**src/rtl/sdac_pkg.sv**
```systemverilog
package sdac_pkg;
  localparam int FRAME_W  = 24;
  localparam int ADDR_W   = 3;
  localparam int DATA_W   = 20;
  localparam int CODE_W   = 16;
  localparam int CODE_LSB = DATA_W - CODE_W;
  localparam int HDR_W    = ADDR_W + 1;

  localparam logic [ADDR_W-1:0] ADR_DAC  = 3'b001;
  localparam logic [ADDR_W-1:0] ADR_CTRL = 3'b010;
  localparam logic [ADDR_W-1:0] ADR_CLR  = 3'b011;
  localparam logic [ADDR_W-1:0] ADR_SOFT = 3'b100;

  typedef struct packed {
    logic sampleBit;
    logic advanceOut;
    logic frameStart;
    logic wrDac;
    logic wrCtrl;
    logic wrClr;
    logic wrSoft;
    logic rdCapture;
  } strobe_t;
endpackage

```
**src/rtl/sdac_ctrl.sv**
```systemverilog
module sdac_ctrl
  import sdac_pkg::*;
#(
  parameter int SYNC_STAGES = 2
) (
  input  logic             clk,
  input  logic             rst_n,
  input  logic             frameSel_n,
  input  logic             sclk,
  input  logic             sdi,
  input  logic [HDR_W-1:0] header,
  output strobe_t          stb,
  output logic             sdiSync
);
  localparam int CNT_W = $clog2(FRAME_W + 2);
  localparam logic [CNT_W-1:0] CNT_FULL = CNT_W'(FRAME_W);
  localparam logic [CNT_W-1:0] CNT_OVER = CNT_W'(FRAME_W + 1);

  logic [SYNC_STAGES-1:0] selPipe, sclkPipe, sdiPipe;
  logic selPrev, sclkPrev;
  logic [CNT_W-1:0] bitCount;

  always_ff @(posedge clk or negedge rst_n) begin
    if (!rst_n) begin
      selPipe  <= '1;
      sclkPipe <= '0;
      sdiPipe  <= '0;
      selPrev  <= 1'b1;
      sclkPrev <= 1'b0;
    end else begin
      selPipe  <= {selPipe[SYNC_STAGES-2:0], frameSel_n};
      sclkPipe <= {sclkPipe[SYNC_STAGES-2:0], sclk};
      sdiPipe  <= {sdiPipe[SYNC_STAGES-2:0], sdi};
      selPrev  <= selPipe[SYNC_STAGES-1];
      sclkPrev <= sclkPipe[SYNC_STAGES-1];
    end
  end

  logic selNow, sclkNow, frameActive, sclkRise, sclkFall;
  logic frameStart, frameEnd, commit, rw;
  logic [ADDR_W-1:0] addr;

  assign selNow      = selPipe[SYNC_STAGES-1];
  assign sclkNow     = sclkPipe[SYNC_STAGES-1];
  assign sdiSync     = sdiPipe[SYNC_STAGES-1];
  assign frameActive = !selNow;
  assign sclkRise    = sclkNow && !sclkPrev;
  assign sclkFall    = !sclkNow && sclkPrev;
  assign frameStart  = selPrev && !selNow;
  assign frameEnd    = !selPrev && selNow;
  assign commit      = frameEnd && (bitCount == CNT_FULL);
  assign rw          = header[HDR_W-1];
  assign addr        = header[ADDR_W-1:0];

  // Bit counter saturates one past a full frame so over-long frames are rejected.
  always_ff @(posedge clk or negedge rst_n) begin
    if (!rst_n) bitCount <= '0;
    else if (frameStart) bitCount <= '0;
    else if (frameActive && sclkRise && bitCount != CNT_OVER) bitCount <= bitCount + 1'b1;
  end

  always_comb begin
    stb            = '0;
    stb.sampleBit  = frameActive && sclkRise && !frameStart;
    stb.advanceOut = frameActive && sclkFall && !frameStart;
    stb.frameStart = frameStart;
    stb.wrDac      = commit && !rw && (addr == ADR_DAC);
    stb.wrCtrl     = commit && !rw && (addr == ADR_CTRL);
    stb.wrClr      = commit && !rw && (addr == ADR_CLR);
    stb.wrSoft     = commit && !rw && (addr == ADR_SOFT);
    stb.rdCapture  = commit && rw &&
                     (addr == ADR_DAC || addr == ADR_CTRL || addr == ADR_CLR);
  end

  AST_ONE_COMMAND: assert property (@(posedge clk) disable iff (!rst_n)
    $onehot0({stb.wrDac, stb.wrCtrl, stb.wrClr, stb.wrSoft, stb.rdCapture}));
  AST_COMMIT_AFTER_FRAME: assert property (@(posedge clk) disable iff (!rst_n)
    (stb.wrDac || stb.wrCtrl || stb.wrClr || stb.wrSoft || stb.rdCapture) |-> $past(frameActive));
endmodule

```
**src/rtl/sdac_datapath.sv**
```systemverilog
module sdac_datapath
  import sdac_pkg::*;
#(
  parameter logic [CODE_W-1:0] ZERO_CODE  = 16'h8000,
  parameter logic [DATA_W-1:0] CTRL_RESET = 20'h00002,
  parameter int                CLAMP_BIT  = 1,
  parameter int                LOAD_BIT   = 0,
  parameter int                CLEAR_BIT  = 1
) (
  input  logic              clk,
  input  logic              rst_n,
  input  strobe_t           stb,
  input  logic              sdiSync,
  output logic [HDR_W-1:0]  header,
  output logic [CODE_W-1:0] dacCode,
  output logic [DATA_W-1:0] ctrlWord,
  output logic              clampEn,
  output logic              loadPulse,
  output logic              clearPulse,
  output logic              sdo
);
  logic [FRAME_W-1:0] inShift, outShift, respReg;
  logic               respPending;
  logic [CODE_W-1:0]  dacReg, clrReg;
  logic [DATA_W-1:0]  ctrlReg, payload, readSel;
  logic [CODE_W-1:0]  codeField;
  logic               clearReq;

  assign header    = inShift[FRAME_W-1 -: HDR_W];
  assign payload   = inShift[DATA_W-1:0];
  assign codeField = payload[DATA_W-1:CODE_LSB];
  assign clearReq  = stb.wrSoft && payload[CLEAR_BIT];

  always_ff @(posedge clk or negedge rst_n) begin
    if (!rst_n) inShift <= '0;
    else if (stb.sampleBit) inShift <= {inShift[FRAME_W-2:0], sdiSync};
  end

  always_ff @(posedge clk or negedge rst_n) begin
    if (!rst_n) begin
      dacReg     <= ZERO_CODE;
      ctrlReg    <= CTRL_RESET;
      clrReg     <= '0;
      loadPulse  <= 1'b0;
      clearPulse <= 1'b0;
    end else begin
      loadPulse  <= stb.wrSoft && payload[LOAD_BIT];
      clearPulse <= clearReq;
      if (stb.wrDac) dacReg <= codeField;
      else if (clearReq) dacReg <= clrReg;
      if (stb.wrCtrl) ctrlReg <= payload;
      if (stb.wrClr) clrReg <= codeField;
    end
  end

  always_comb begin
    case (header[ADDR_W-1:0])
      ADR_DAC:  readSel = {dacReg, {CODE_LSB{1'b0}}};
      ADR_CTRL: readSel = ctrlReg;
      ADR_CLR:  readSel = {clrReg, {CODE_LSB{1'b0}}};
      default:  readSel = '0;
    endcase
  end

  always_ff @(posedge clk or negedge rst_n) begin
    if (!rst_n) begin
      respReg     <= '0;
      respPending <= 1'b0;
      outShift    <= '0;
    end else begin
      if (stb.rdCapture) begin
        respReg     <= {header, readSel};
        respPending <= 1'b1;
      end else if (stb.frameStart) begin
        respPending <= 1'b0;
      end
      if (stb.frameStart) outShift <= respPending ? respReg : '0;
      else if (stb.advanceOut) outShift <= {outShift[FRAME_W-2:0], 1'b0};
    end
  end

  assign sdo      = outShift[FRAME_W-1];
  assign dacCode  = dacReg;
  assign ctrlWord = ctrlReg;
  assign clampEn  = ctrlReg[CLAMP_BIT];

  AST_LOAD_SINGLE: assert property (@(posedge clk) disable iff (!rst_n)
    loadPulse |=> !loadPulse);
  AST_CLEAR_COPIES: assert property (@(posedge clk) disable iff (!rst_n)
    clearPulse |-> dacReg == clrReg);
  AST_DAC_HOLD: assert property (@(posedge clk) disable iff (!rst_n)
    (!stb.wrDac && !clearReq) |=> $stable(dacReg));
  AST_RESP_CODE_LSB: assert property (@(posedge clk) disable iff (!rst_n)
    (respPending && respReg[DATA_W +: ADDR_W] != ADR_CTRL) |-> respReg[CODE_LSB-1:0] == '0);
endmodule

```
**src/rtl/sdac_serial_if.sv**
```systemverilog
module sdac_serial_if
  import sdac_pkg::*;
#(
  parameter int                SYNC_STAGES = 2,
  parameter logic [CODE_W-1:0] ZERO_CODE   = 16'h8000,
  parameter logic [DATA_W-1:0] CTRL_RESET  = 20'h00002,
  parameter int                CLAMP_BIT   = 1,
  parameter int                LOAD_BIT    = 0,
  parameter int                CLEAR_BIT   = 1
) (
  input  logic              clk,
  input  logic              rst_n,
  input  logic              frameSel_n,
  input  logic              sclk,
  input  logic              sdi,
  output logic              sdo,
  output logic [CODE_W-1:0] dacCode,
  output logic [DATA_W-1:0] ctrlWord,
  output logic              clampEn,
  output logic              loadPulse,
  output logic              clearPulse
);
  strobe_t          stb;
  logic             sdiSync;
  logic [HDR_W-1:0] header;

  sdac_ctrl #(.SYNC_STAGES(SYNC_STAGES)) u_ctrl (
    .clk(clk), .rst_n(rst_n), .frameSel_n(frameSel_n), .sclk(sclk), .sdi(sdi),
    .header(header), .stb(stb), .sdiSync(sdiSync)
  );

  sdac_datapath #(
    .ZERO_CODE(ZERO_CODE), .CTRL_RESET(CTRL_RESET), .CLAMP_BIT(CLAMP_BIT),
    .LOAD_BIT(LOAD_BIT), .CLEAR_BIT(CLEAR_BIT)
  ) u_dp (
    .clk(clk), .rst_n(rst_n), .stb(stb), .sdiSync(sdiSync), .header(header),
    .dacCode(dacCode), .ctrlWord(ctrlWord), .clampEn(clampEn),
    .loadPulse(loadPulse), .clearPulse(clearPulse), .sdo(sdo)
  );
endmodule

```
**config.mk**
```make
export PLATFORM = sky130hd
export DESIGN_NAME = sdac_serial_if
export DESIGN_NICKNAME = d
export VERILOG_FILES = /design/src/rtl/sdac_pkg.sv /design/src/rtl/sdac_ctrl.sv /design/src/rtl/sdac_datapath.sv /design/src/rtl/sdac_serial_if.sv
export SDC_FILE = /design/constraint.sdc
export NUM_CORES = 1
export LEC_CHECK = 0
export ABC_AREA = 1
export CAP_MARGIN = 25
export CORE_ASPECT_RATIO = 0.75
export CORE_MARGIN = 2
export CORE_UTILIZATION = 63
export DETAILED_ROUTE_END_ITERATION = 12
export PLACE_DENSITY = 0.85
export SYNTH_ARGS = -nofsm -noshare
export SYNTH_HDL_FRONTEND = slang
export SYNTH_SLANG_ARGS = --single-unit
export TNS_END_PERCENT = 10
```
**constraint.sdc**
```tcl
create_clock -name clk -period 4.38 [get_ports clk]
set_input_delay 0.657 -clock clk [delete_from_list [all_inputs] [get_ports clk]]
set_output_delay 0.657 -clock clk [all_outputs]
set_load 0.05 [all_outputs]
```
; ---- After elaboration in Yosys (flattened, before gate mapping)
; Cells that the tools add are included.
[totals]
word_cells = 63
regBits = 140
out_inout_bits = 40
[classes]
reduce_logical = 31
addsub = 1
n_mux = 10
eq_ne = 6
[ops]
columns = cell, count
row1 = 24-bit 2-to-1 mux, 3
row2 = 20-bit case mux with 3 select lines, 1
row3 = 16-bit 2-to-1 mux, 2
row4 = 1-bit logical AND, 19
row5 = 5-bit 2-to-1 mux, 2
row6 = 2-bit nonzero test, 4
row7 = "3-bit by 2-bit equality test with 1-bit output, second input constant", 2
row8 = 1-bit zero test, 6
row9 = "5-bit by 1-bit adder with 5-bit output, second input constant", 1
row10 = "5-bit equality test, second input constant", 1
row11 = "5-bit inequality test, second input constant", 1
row12 = "3-bit by 1-bit equality test with 1-bit output, second input constant", 1
row13 = "3-bit equality test, second input constant", 1
row14 = 1-bit logical OR, 2
row15 = 1-bit 2-to-1 mux, 2

; ---- Logic depth before layout (Yosys ltp)
; Gate-level depths: netlist of run 1.
[logic_depth]
word_depth = 8
depth_mapped = 12
mapped_depth_nobuf = 10

; ---- By module
; A second synthesis of run 1 with hierarchy kept.
[unflattened]
cells_unflattened = 718
hier_area_um2 = 6307.3
[modules_own_cells]
columns = mod, area_each_um2, n_inst, cells_per_inst, seq_area_each_um2
row1 = sdac_datapath, 5609.1, 1, 637, 3180.6
row2 = sdac_ctrl, 698.2, 1, 81, 329.1

; ---- Least setup slack after synthesis of run 1
; Ideal clock, no wire load.
[synth_timing]
path_type = register to register
startpoint = reg u_ctrl.bitCount[0]
endpoint = reg u_dp.dacReg[10], in the netlist u_dp.dacCode[10]
t_arrival_ns = 1.501
n_path_buf = 2
setup_time_ns = 0.118
period_less_slack_ns = 1.619
path_stages_with_launch = 12
setup_slack_ns = 2.761
required_time_ns = 4.262
cell_sequence = dfrtp_1 inv_1 ha_1 nand2_1 inv_1 nand2_1 nor2_2 buf_6 nand4_4 clkbuf_1 nand3_1 nand2_1
[synth_via]
elab_chain_cells = 6
elab_cells_between_ends = 8
classes_between = eq/ne: 1 / mux: 1 / reduce/logical: 6
[synth_rtl]
columns = item, line_no
row1 = "start, declared", sdac_ctrl.sv:21  ; logic [CNT_W-1:0] bitCount;
row2 = "start signal, assigned", sdac_ctrl.sv:59  ; else if (frameActive && sclkRise && bitCount != CNT_OVER) bitCount <= bitCount + 1'b1;
row3 = 5-bit equality test (*), sdac_ctrl.sv:51  ; assign commit = frameEnd && (bitCount == CNT_FULL);
row4 = 1-bit logical AND (*), sdac_ctrl.sv:51
row5 = 1-bit logical AND (*), "sdac_ctrl.sv:67, sdac_ctrl.sv:70"
row6 = 1-bit logical AND, sdac_ctrl.sv:70  ; stb.wrSoft = commit && !rw && (addr == ADR_SOFT);
row7 = 1-bit logical AND, sdac_datapath.sv:32  ; assign clearReq = stb.wrSoft && payload[CLEAR_BIT];
row8 = 2-bit nonzero test (no source line), -
row9 = "end signal, assigned", sdac_datapath.sv:49  ; if (stb.wrDac) dacReg <= codeField;
row10 = "end signal, assigned", sdac_datapath.sv:50  ; else if (clearReq) dacReg <= clrReg;
row11 = "end, declared", sdac_datapath.sv:24  ; logic [CODE_W-1:0] dacReg, clrReg;
; Mark *: on every way between the ends. The rest lies on a longest branch, timed or not.
; A chain may end at the register's enable or synchronous reset.

; ---- Worst setup path after layout of run 1
[layout_timing]
startpoint = reg u_ctrl.bitCount[0]
endpoint = reg u_dp.ctrlReg[0], in the netlist u_dp.ctrlWord[0]
[layout_via]
elab_chain_cells = 4
[layout_rtl]
columns = item, line_no
row1 = 5-bit equality test, sdac_ctrl.sv:51
row2 = 1-bit logical AND, sdac_ctrl.sv:51
row3 = 1-bit logical AND (2 in a row), sdac_ctrl.sv:68  ; stb.wrCtrl = commit && !rw && (addr == ADR_CTRL);
row4 = "end signal, assigned", sdac_datapath.sv:51  ; if (stb.wrCtrl) ctrlReg <= payload;
row5 = "end, declared", sdac_datapath.sv:25  ; logic [DATA_W-1:0] ctrlReg, payload, readSel;
; No other way between the ends.

==> metrics.md, run 1 <==
| Metric | Value |
|---|---|
| Vias in the first global route | `4998` |
| Final setup TNS | `0 ps` |
| Post-CTS setup buffers | `0` |
| CP bufs+invs | `4` |
| Total Routing Usage GR | `0.301` |
| Crit path launch type | `register` |
| Gpl congestion | `0.840` |
| Cts hold-fix bufs | `0` |
| Reg-to-reg critical path startpoint | `u_ctrl.bitCount[0]` |
| CTS H-Tree Depth | `4` |
| Netlist cell types | `33` |
| DRC | `0` |
| Mapped Cells | `674` |
| Worst Tran Pin Value | `1010 ps` |
| Reg2reg setup slack | `roughly 1300 ps` |
| Row cnt | `31` |
| Initial antenna violation count | `0` |
| # port buffers | `44` |
| Clk Latency, worst-skew pair | `420 ps` |
| P_leak | `3.58 nW` |
| Max stage delay cell, worst path | `nor2_2` |
| Post-CTS Resized | `0` |
| Synth-to-layout area growth | `18.3%` |
| Final number of setup-violating endpoints | `0` |
| Max Clk Rate | `323 MHz` |
| Largest net degree at the start of global routing | `120` |
| Crit end category | `register` |
| Die width | `approximately 120 µm` |
| Number of buffers created by CTS | `17` |
| Reg-to-reg endpoint | `u_dp.ctrlWord[0]` |
| Clock Skews | `about 6.2 ps` |
| Post-synthesis cell area | `6130 µm²` |
| R2r worst-path depth | `12` |
| CP required | `4690 ps` |
| Die area | `10500 µm²` |
| Min-Delay Path Class | `in2async` |
| DRT iter0 DRCs | `approximately 550` |
| # diodes | `0` |
| Starting Density | `0.640` |
| First-pass GRT wire length | `around 25000 µm` |
| Detailed-route wire length per cell | `17.9 µm` |
| CTS sink count | `140` |
| Minimum clock period | `3100 ps` |
| Fin crit share | `0.708` |
| Flops & latches, synth | `140` |
| CTS tree | `done` |
| Sequential share of the synthesized area | `0.572` |
| Clock Tree Root | `clkbuf_16` |
| Unrepaired setup endpoints after global routing | `false` |
| Slew Viols, Final | `0` |
| DR vias | `around 5100` |
| CTS clk-pin slew, worst paths | `60 ps` |
| Syn_area_per_cell | `around 9.1 µm²` |
| Crit path top cell by count | `nand2_1` |
| Slew margin rel. | `0.328` |
| CTS Buffer Depth | `2` |
| Maximum vdd drop | `329 µV` |
| DR pass1 iterations | `5` |
| Mapped Nets | `~680` |
| Placement Setup Slack | `about 1200 ps` |
| Status | `completed` |
| Core Footprint | `approximately 9600 µm²` |
| CP arrival | `3410 ps` |
| Post-route ant nets | `0` |
| Yosys synthesis warning count | `0` |
| CP Cell Sequence | `inv_1 > ha_1 > nand2_1 > inv_1 > nand2_1 > nor2_2 > buf_4 > nand2_1 > nor2_2 > buf_8 > nand2_1 > o21a_1` |
| Die height | `89.4 µm` |
| I/O pin cnt | `45` |
| DP HPWL | `9180 µm` |
| Fin nets | `713` |
| Slowest Stage Delay on Critical Path | `750 ps` |
| Fin. Hold Viols | `0` |
| Final wirelength | `15200 µm` |
| Largest fanout on the critical path | `21` |
| Layout cells sized above 1 | `0.100` |
| Max cap viols | `0` |
| Grt total ovfl | `0` |
| Setup ws final | `1280 ps` |
| DR vias/cell | `5.97` |
| Pwr Density | `426 nW/µm²` |
| Critical path type | `reg2reg` |
| Delay-heaviest family, CP | `simple AND/OR/NAND/NOR gates` |
worst max path at each step:
stage | start | endpoint | slack (ps) | depth (start not counted)
after floorplan | u_ctrl.bitCount[0] | u_dp.dacCode[10] | 2760 | 11
after global placement | u_ctrl.bitCount[0] | u_dp.ctrlWord[0] | 1440 | 11
after detailed placement | u_ctrl.bitCount[0] | u_dp.ctrlWord[14] | 1210 | 10
after CTS | u_ctrl.bitCount[0] | u_dp.ctrlWord[9] | 1090 | 10
after global routing | u_ctrl.bitCount[0] | u_dp.ctrlWord[0] | 1060 | 12
final | u_ctrl.bitCount[0] | u_dp.ctrlWord[0] | 1280 | 12
routing by layer:
metal  routed length, µm  GRT usage  vias up
li1                    -          -     2279
met1                6240      0.390     2498
met2                7440      0.498      259
met3                1160     0.0689       42
met4                 401      0.139        0
met5                   0          0        -
through the flow:
stage | cell area, µm² | power, mW | instances | hold WS, ps | utilization
after floorplan | 6130 | 1.50 | 674 | 331 | -
after global placement | 6550 | 1.56 | 815 | 336 | 0.684
after detailed placement | 6580 | 1.57 | 816 | 337 | 0.687
after CTS | 7210 | 3.09 | 848 | 350 | 0.753
after global routing | 7250 | 3.17 | 850 | 71.2 | 0.757
final | 7250 | 3.09 | 850 | 65.6 | 0.757
area by class of cell:
class,count,area [µm²]
inverter,42,158
fill,646,2330
clock inverter,11,168
multi-input combinational,454,2260
sequential,140,3510
tap,132,165
clock buffer,21,460
timing repair buffer,50,534
cells in the mapped netlist:
library cell | instances | area (µm²)
o21a_1 | 1 | 7.51
xnor2_1 | 1 | 8.76
buf_4 | 3 | 22.5
nand4_2 | 1 | 12.5
nor4_1 | 1 | 6.26
nand2_1 | 241 | 905
a21oi_1 | 5 | 25.0
nand4_1 | 16 | 100
nor2_4 | 2 | 22.5
clkinv_1 | 1 | 3.75
inv_2 | 3 | 11.3
a22oi_1 | 21 | 158
nand2_4 | 1 | 11.3
clkbuf_2 | 1 | 5.00
nand4_4 | 1 | 21.3
nor2_2 | 4 | 25.0
buf_6 | 4 | 45.0
dfrtp_1 | 135 | 3380
o211ai_1 | 11 | 82.6
inv_1 | 38 | 143
dfstp_2 | 5 | 131
mux2_2 | 18 | 203
buf_2 | 18 | 90.1
xor2_1 | 1 | 8.76
nor3_1 | 2 | 10.0
clkbuf_1 | 11 | 41.3
ha_1 | 3 | 37.5
o21ai_1 | 2 | 10.0
nand3_1 | 48 | 240
o21ai_0 | 59 | 295
nor2_1 | 12 | 45.0
buf_1 | 1 | 3.75
o31ai_1 | 3 | 22.5
worst register-to-register path: stages, from the launching register on:
cell	delay, ps
dfrtp_1	420
inv_1	130
ha_1	180
nand2_1	80
inv_1	60
nand2_1	60
nor2_2	80
buf_4	280
nand2_1	530
nor2_2	750
buf_8	240
nand2_1	70
o21a_1	100
registers in the layout, indices dropped and copies added (netlist names):
register	cells
u_ctrl.selPipe	2
u_dp.ctrlWord	20
u_dp.outShift	24
u_dp.clearPulse	1
u_dp.inShift	24
u_ctrl.sclkPipe	2
u_dp.clrReg	16
u_ctrl.sdiPipe	2
u_dp.dacCode	16
u_dp.respPending	1
u_ctrl.bitCount	5
u_dp.respReg	24
u_ctrl.selPrev	1
u_dp.loadPulse	1
u_ctrl.sclkPrev	1
report_power, final:
| group | leakage (nW) | switching, mW | internal (mW) |
|---|---|---|---|
| clock | 0.291 | 0.545 | 0.980 |
| sequential | 1.91 | 0.0322 | 1.33 |
| combinational | 1.37 | 0.161 | 0.0411 |
| total | 3.58 | 0.738 | 2.35 |
layout by cell type (no fill, tap or decap), types with 2 or more instances in the layout:
cell type        Yosys  final
a21oi_1              5      5
a22oi_1             21     21
buf_16               0      2
buf_4                3      3
bufinv_16            0      4
clkbuf_1            11      2
clkbuf_16            0     17
clkbuf_8             0      2
clkdlybuf4s50_1      0     43
clkinv_2             0      2
clkinvlp_4           0      5
dfrtp_1            135    135
dfstp_2              5      5
ha_1                 3      3
inv_1               38     38
inv_2                3      3
mux2_2              18     18
nand2_1            241    241
nand3_1             48     48
nand4_1             16     16
nor2_1              12     12
nor2_2               4      4
nor2_4               2      2
nor3_1               2      2
o211ai_1            11     11
o21ai_0             59     59
o21ai_1              2      2
o31ai_1              3      3
cell families after synthesis:
| family | Yosys count | share of synthesized area |
|---|---|---|
| fa+ha+maj | 3 | 0.00612 |
| xor+xnor | 2 | 0.00286 |
| buf+inv | 80 | 0.0596 |
| mux | 18 | 0.0331 |
| flops | 140 | 0.572 |
| compound gates | 102 | 0.0979 |
| simple gates | 329 | 0.228 |
Note: power is estimated with default switching activity, not from simulation.
==> run 2, diff against run 1 <==
--- a/config.mk
+++ b/config.mk
@@ -9,9 +9,9 @@
 export CAP_MARGIN = 25
 export CORE_ASPECT_RATIO = 0.75
 export CORE_MARGIN = 2
-export CORE_UTILIZATION = 63
+export CORE_UTILIZATION = 53
 export DETAILED_ROUTE_END_ITERATION = 12
-export PLACE_DENSITY = 0.85
+export PLACE_DENSITY = 0.76
 export SYNTH_ARGS = -nofsm -noshare
 export SYNTH_HDL_FRONTEND = slang
 export SYNTH_SLANG_ARGS = --single-unit
==> constraint.sdc (replaced) <==
create_clock -name clk -period 2.5 [get_ports clk]
set_input_delay 0.375 -clock clk [delete_from_list [all_inputs] [get_ports clk]]
set_output_delay 0.375 -clock clk [all_outputs]
set_load 0.05 [all_outputs]
==> metrics.md, run 2 (synthesis results as in run 1) <==
| Metric | Value |
|---|---|
| Status | `completed` |
| Global routing usage on met2 | `0.367` |
| Clock Tree Root | `clkbuf_16` |
| First-pass GRT wire length | `25000 µm` |
| Final wirelength | `14700 µm` |
| DRC | `0` |
| Final setup TNS | `0 ps` |
| Row cnt | `33` |
| Final number of setup-violating endpoints | `0` |
| CTS tree | `done` |
| Vias in the first global route | `4998` |
| CTS H-Tree Depth | `4` |
| Unrepaired setup endpoints after global routing | `false` |
| Fin crit share | `0.874` |
| P_leak | `3.62 nW` |
| Synth-to-layout area growth | `19.3%` |
| Slowest Stage Delay on Critical Path | `around 820 ps` |
| Maximum vdd drop | `562 µV` |
| Top flop regs | `u_dp.inShift x24, u_dp.outShift x24, u_dp.respReg x24` |
| Detailed-route wire length per cell | `17.0 µm` |
| DP HPWL | `9660 µm` |
| CTS clk-pin slew, worst paths | `60 ps` |
| Cts hold-fix bufs | `1` |
| Max cap viols | `0` |
| Max Clk Rate | `458 MHz` |
| Largest fanout on the critical path | `4` |
| Fin nets | `723` |
| Die width | `~130 µm` |
| Die area | `12500 µm²` |
| Slew margin rel. | `0.516` |
| Grt total ovfl | `0` |
| DR vias | `4960` |
| Post-CTS setup buffers | `0` |
| Crit path depth | `1` |
| Layout cells sized above 1 | `0.113` |
| Worst Tran Pin Value | `725 ps` |
| Delay-heaviest family, CP | `buffers and inverters` |
| Crit path launch type | `register` |
| Pwr Density | `739 nW/µm²` |
| Crit end category | `output pin` |
| DRT iter0 DRCs | `around 600` |
| Gpl congestion | `0.850` |
| Starting Density | `0.552` |
| Filler Cells Inserted | `888` |
| Post-route ant nets | `0` |
| Critical path type | `reg2out` |
| R2r worst-path depth | `11` |
| Core Footprint | `11100 µm²` |
| # port buffers | `44` |
| CP bufs+invs | `1` |
| Slew Viols, Final | `0` |
| GR peak layer | `met1` |
| CTS Buffer Depth | `2` |
| Total placed cells including tap cells | `835` |
| DR pass1 iterations | `6` |
| CTS sink count | `140` |
| Number of buffers created by CTS | `17` |
| Fin. Hold Viols | `0` |
| Minimum clock period | `2180 ps` |
| Max stage delay cell, worst path | `clkdlybuf4s50_1` |
| Final std cells w/o fill | `869` |
| Total power draw | `5.40 mW` |
| Clk Latency, worst-skew pair | `420 ps` |
| Clock Skews | `approximately 12 ps` |
| Post-CTS Resized | `0` |
| Die height | `97.2 µm` |
| Initial antenna violation count | `1` |
| Total Routing Usage GR | `0.255` |
| WHS Path Cells | `0` |
| CP required | `2120 ps` |
| Min-Delay Path Class | `reg2reg` |
| Met1 GRT Util | `0.377` |
| I/O pin cnt | `45` |
| Most frequent cells in the layout | `nand2_1 (241), dfrtp_1 (135), o21ai_0 (59), nand3_1 (48), clkdlybuf4s50_1 (43)` |
| Largest net degree at the start of global routing | `62` |
| Commonest non-fill, non-tap cell in the layout | `nand2_1` |
| CP arrival | `1810 ps` |
| DR vias/cell | `roughly 5.7` |
| M3 GR Usage | `0.0617` |
| CP Cell Sequence | `clkdlybuf4s50_1` |
run 2: cell types whose count changed in the layout (fill, tap and decap cells not counted), sizes merged:
| cell | previous run | this run |
|---|---|---|
| buf | 7 | 16 |
| clkinv | 3 | 7 |
| clkbuf | 21 | 18 |
| clkinvlp | 5 | 2 |
| inv | 41 | 43 |
| diode | 0 | 1 |
| dlygate4sd3 | 0 | 1 |
run 2: layer usage:
| metal | share of wire | vias up | wire length (µm) |
|---|---|---|---|
| met3 | 0.069 | 24 | 1010 |
| met4 | 0.015 | 0 | 227 |
| met5 | 0 | - | 0 |
| met1 | 0.45 | 2435 | 6630 |
| met2 | 0.47 | 202 | 6860 |
| li1 | - | 2299 | - |
run 2: report_power, final:
| part | internal (mW) | switching [mW] | total [mW] |
|---|---|---|---|
| registers | 2.32 | 0.0584 | 2.38 |
| clock network | 1.67 | 0.994 | 2.67 |
| logic | 0.0821 | 0.270 | 0.352 |
run 2: stage by stage:
step                setup WS (ps)  hold slack [ps]  utilization  cell area [µm²]
global placement              532              338        0.601             6680
global route                  210              360        0.659             7310
finish                        315              355        0.659             7310
CTS                           304              357        0.658             7310
floorplan                     881             79.4            -             6130
detailed placement            432              345        0.601             6680
run 2: final cells by class:
type | instances | area, µm² | share of cell area
antenna | 1 | 2.50 | 0.000342
clock buffer | 18 | 429 | 0.0587
clock inverter | 14 | 194 | 0.0265
inverter | 42 | 158 | 0.0216
multi-input combinational | 454 | 2260 | 0.309
sequential | 140 | 3510 | 0.480
tap | 140 | 175 | 0.0239
timing repair buffer | 60 | 589 | 0.0806
run 2: final timing paths:
check | startpoint | endpoint | slack (ps)
max reg2reg | u_ctrl.bitCount[0] | u_dp.dacCode[10] | 390
min in group asynchronous | rst_n | u_dp.outShift[16] | 500
min reg2reg | u_ctrl.sdiPipe[0] | u_ctrl.sdiPipe[1] | 360
max in group asynchronous | rst_n | u_dp.inShift[16] | 1280
max | u_dp.ctrlWord[1] | ctrlWord[1] | 320
min | u_ctrl.sdiPipe[0] | u_ctrl.sdiPipe[1] | 360
==> run 3, diff against run 2 <==
--- a/config.mk
+++ b/config.mk
@@ -10,7 +10,9 @@
 export CORE_ASPECT_RATIO = 0.75
 export CORE_MARGIN = 2
 export CORE_UTILIZATION = 53
+export CTS_CLUSTER_SIZE = 25
 export DETAILED_ROUTE_END_ITERATION = 12
+export MAX_ROUTING_LAYER = met4
 export PLACE_DENSITY = 0.76
 export SYNTH_ARGS = -nofsm -noshare
 export SYNTH_HDL_FRONTEND = slang
==> metrics.md, run 3 (synthesis results as in run 1) <==
| Metric | Value |
|---|---|
| Status | `completed` |
| Final wirelength | `14700 µm` |
| Max Clk Rate | `458 MHz` |
| Final setup TNS | `0 ps` |
| Final std cells w/o fill | `~870` |
| DP HPWL | `a little under 10000 µm` |
| First-pass GRT wire length | `24900 µm` |
| R2r worst-path depth | `11` |
| Final number of setup-violating endpoints | `0` |
| Post-CTS Resized | `0` |
| Pwr Density | `739 nW/µm²` |
| CTS H-Tree Depth | `4` |
| CTS Buffer Depth | `2` |
| Die height | `roughly 97 µm` |
| Die width | `128 µm` |
| Top flop regs | `u_dp.inShift x24, u_dp.outShift x24, u_dp.respReg x24` |
| I/O pin cnt | `45` |
| Max cap viols | `0` |
| CP bufs+invs | `1` |
| CTS tree | `done` |
| CP Launch Point | `u_dp.ctrlWord[1]` |
| DRC | `0` |
| DRT iter0 DRCs | `629` |
| Unrepaired setup endpoints after global routing | `false` |
| Post-route ant nets | `0` |
| Crit end category | `output pin` |
| Vias in the first global route | `4999` |
| Fin nets | `723` |
| Delay-heaviest family, CP | `buffers and inverters` |
| Fin crit share | `0.873` |
| Core Footprint | `roughly 11000 µm²` |
| Synth-to-layout area growth | `19.3%` |
| Die area | `12500 µm²` |
| Max stage delay cell, worst path | `clkdlybuf4s50_1` |
| Starting Density | `0.552` |
| Slew margin rel. | `0.507` |
| Reg-to-reg critical path startpoint | `u_ctrl.bitCount[0]` |
| CP Cell Sequence | `clkdlybuf4s50_1` |
| Critical path type | `reg2out` |
| DR pass1 iterations | `5` |
| WHS Path Cells | `0` |
| Detailed-route wire length per cell | `about 17 µm` |
| Minimum clock period | `approximately 2200 ps` |
| DR vias/cell | `5.72` |
| Largest net degree at the start of global routing | `62` |
| Most frequent cells in the layout | `nand2_1 (241), dfrtp_1 (135), o21ai_0 (59), nand3_1 (48), clkdlybuf4s50_1 (43)` |
| CTS clk-pin slew, worst paths | `approximately 60 ps` |
| Cts hold-fix bufs | `1` |
| Gpl congestion | `0.863` |
| Layout cells sized above 1 | `0.113` |
| Clock Skews | `10.1 ps` |
| Maximum vdd drop | `roughly 560 µV` |
| Clock Tree Root | `clkbuf_16` |
| Crit path launch type | `register` |
| Total Routing Usage GR | `0.262` |
| DR vias | `4968` |
| Hold Path End | `u_ctrl.sdiPipe[1]` |
| Total placed cells including tap cells | `approximately 840` |
| Slowest Stage Delay on Critical Path | `a little over 800 ps` |
| Slew Viols, Final | `0` |
| CP arrival | `1810 ps` |
| Commonest non-fill, non-tap cell in the layout | `nand2_1` |
| Worst Tran Pin Value | `739 ps` |
| Post-CTS setup buffers | `0` |
| # port buffers | `44` |
| Total power draw | `5.40 mW` |
| Final Util | `0.659` |
| CP required | `2120 ps` |
| HP Start | `u_ctrl.sdiPipe[0]` |
| Min-Delay Path Class | `reg2reg` |
| P_leak | `~3.6 nW` |
| Row cnt | `33` |
| Fin. Hold Viols | `0` |
| Reg2reg setup slack | `390 ps` |
| Number of buffers created by CTS | `17` |
| Largest fanout on the critical path | `4` |
| Initial antenna violation count | `1` |
| Reg-to-reg endpoint | `u_dp.dacCode[10]` |
| CTS sink count | `140` |
| Grt total ovfl | `0` |
| Clk Latency, worst-skew pair | `420 ps` |
| WHS | `355 ps` |
==> run 3: cell counts in the layout (fill, tap and decap cells not counted) <==
No cell type changed its count.
==> run 3: per-layer routing <==
metal  up-vias  GRT usage  share of wire
met3        29     0.0617          0.067
met2       195      0.367           0.46
li1       2301          -              -
met5         -          -              0
met4         0     0.0904          0.018
met1      2443      0.376           0.46
==> run 3: metrics by stage <==
stage | setup WS (ps) | cell area, µm²
after floorplan | 881 | 6130
after global placement | 532 | 6680
after detailed placement | 432 | 6680
after CTS | 304 | 7310
after global routing | 207 | 7310
final | 319 | 7310
==> run 3: how the worst max path moves through the flow <==
| stage | end | slack [ps] | depth (start not counted) |
|---|---|---|---|
| 3_5_place_dp | u_dp.clrReg[10] | 430 | 10 |
| 6_report | ctrlWord[1] | 320 | 1 |
| 3_3_place_gp | u_dp.clrReg[14] | 530 | 10 |
| 5_1_grt | u_dp.dacCode[6] | 210 | 11 |
| 2_1_floorplan | u_dp.dacCode[10] | 880 | 11 |
| 4_1_cts | ctrlWord[1] | 300 | 1 |
==> run 3: area by class of cell <==
type / count / area, µm²
tap: 140 / 175
antenna: 1 / 2.50
timing repair buffer: 60 / 589
multi-input combinational: 454 / 2260
sequential: 140 / 3510
inverter: 42 / 158
clock inverter: 14 / 194
clock buffer: 18 / 429
fill: 888 / 3790
==> run 3: power breakdown <==
group | internal, mW | switching, mW
clock | 1.67 | 0.993
sequential | 2.32 | 0.0582
combinational | 0.0822 | 0.271
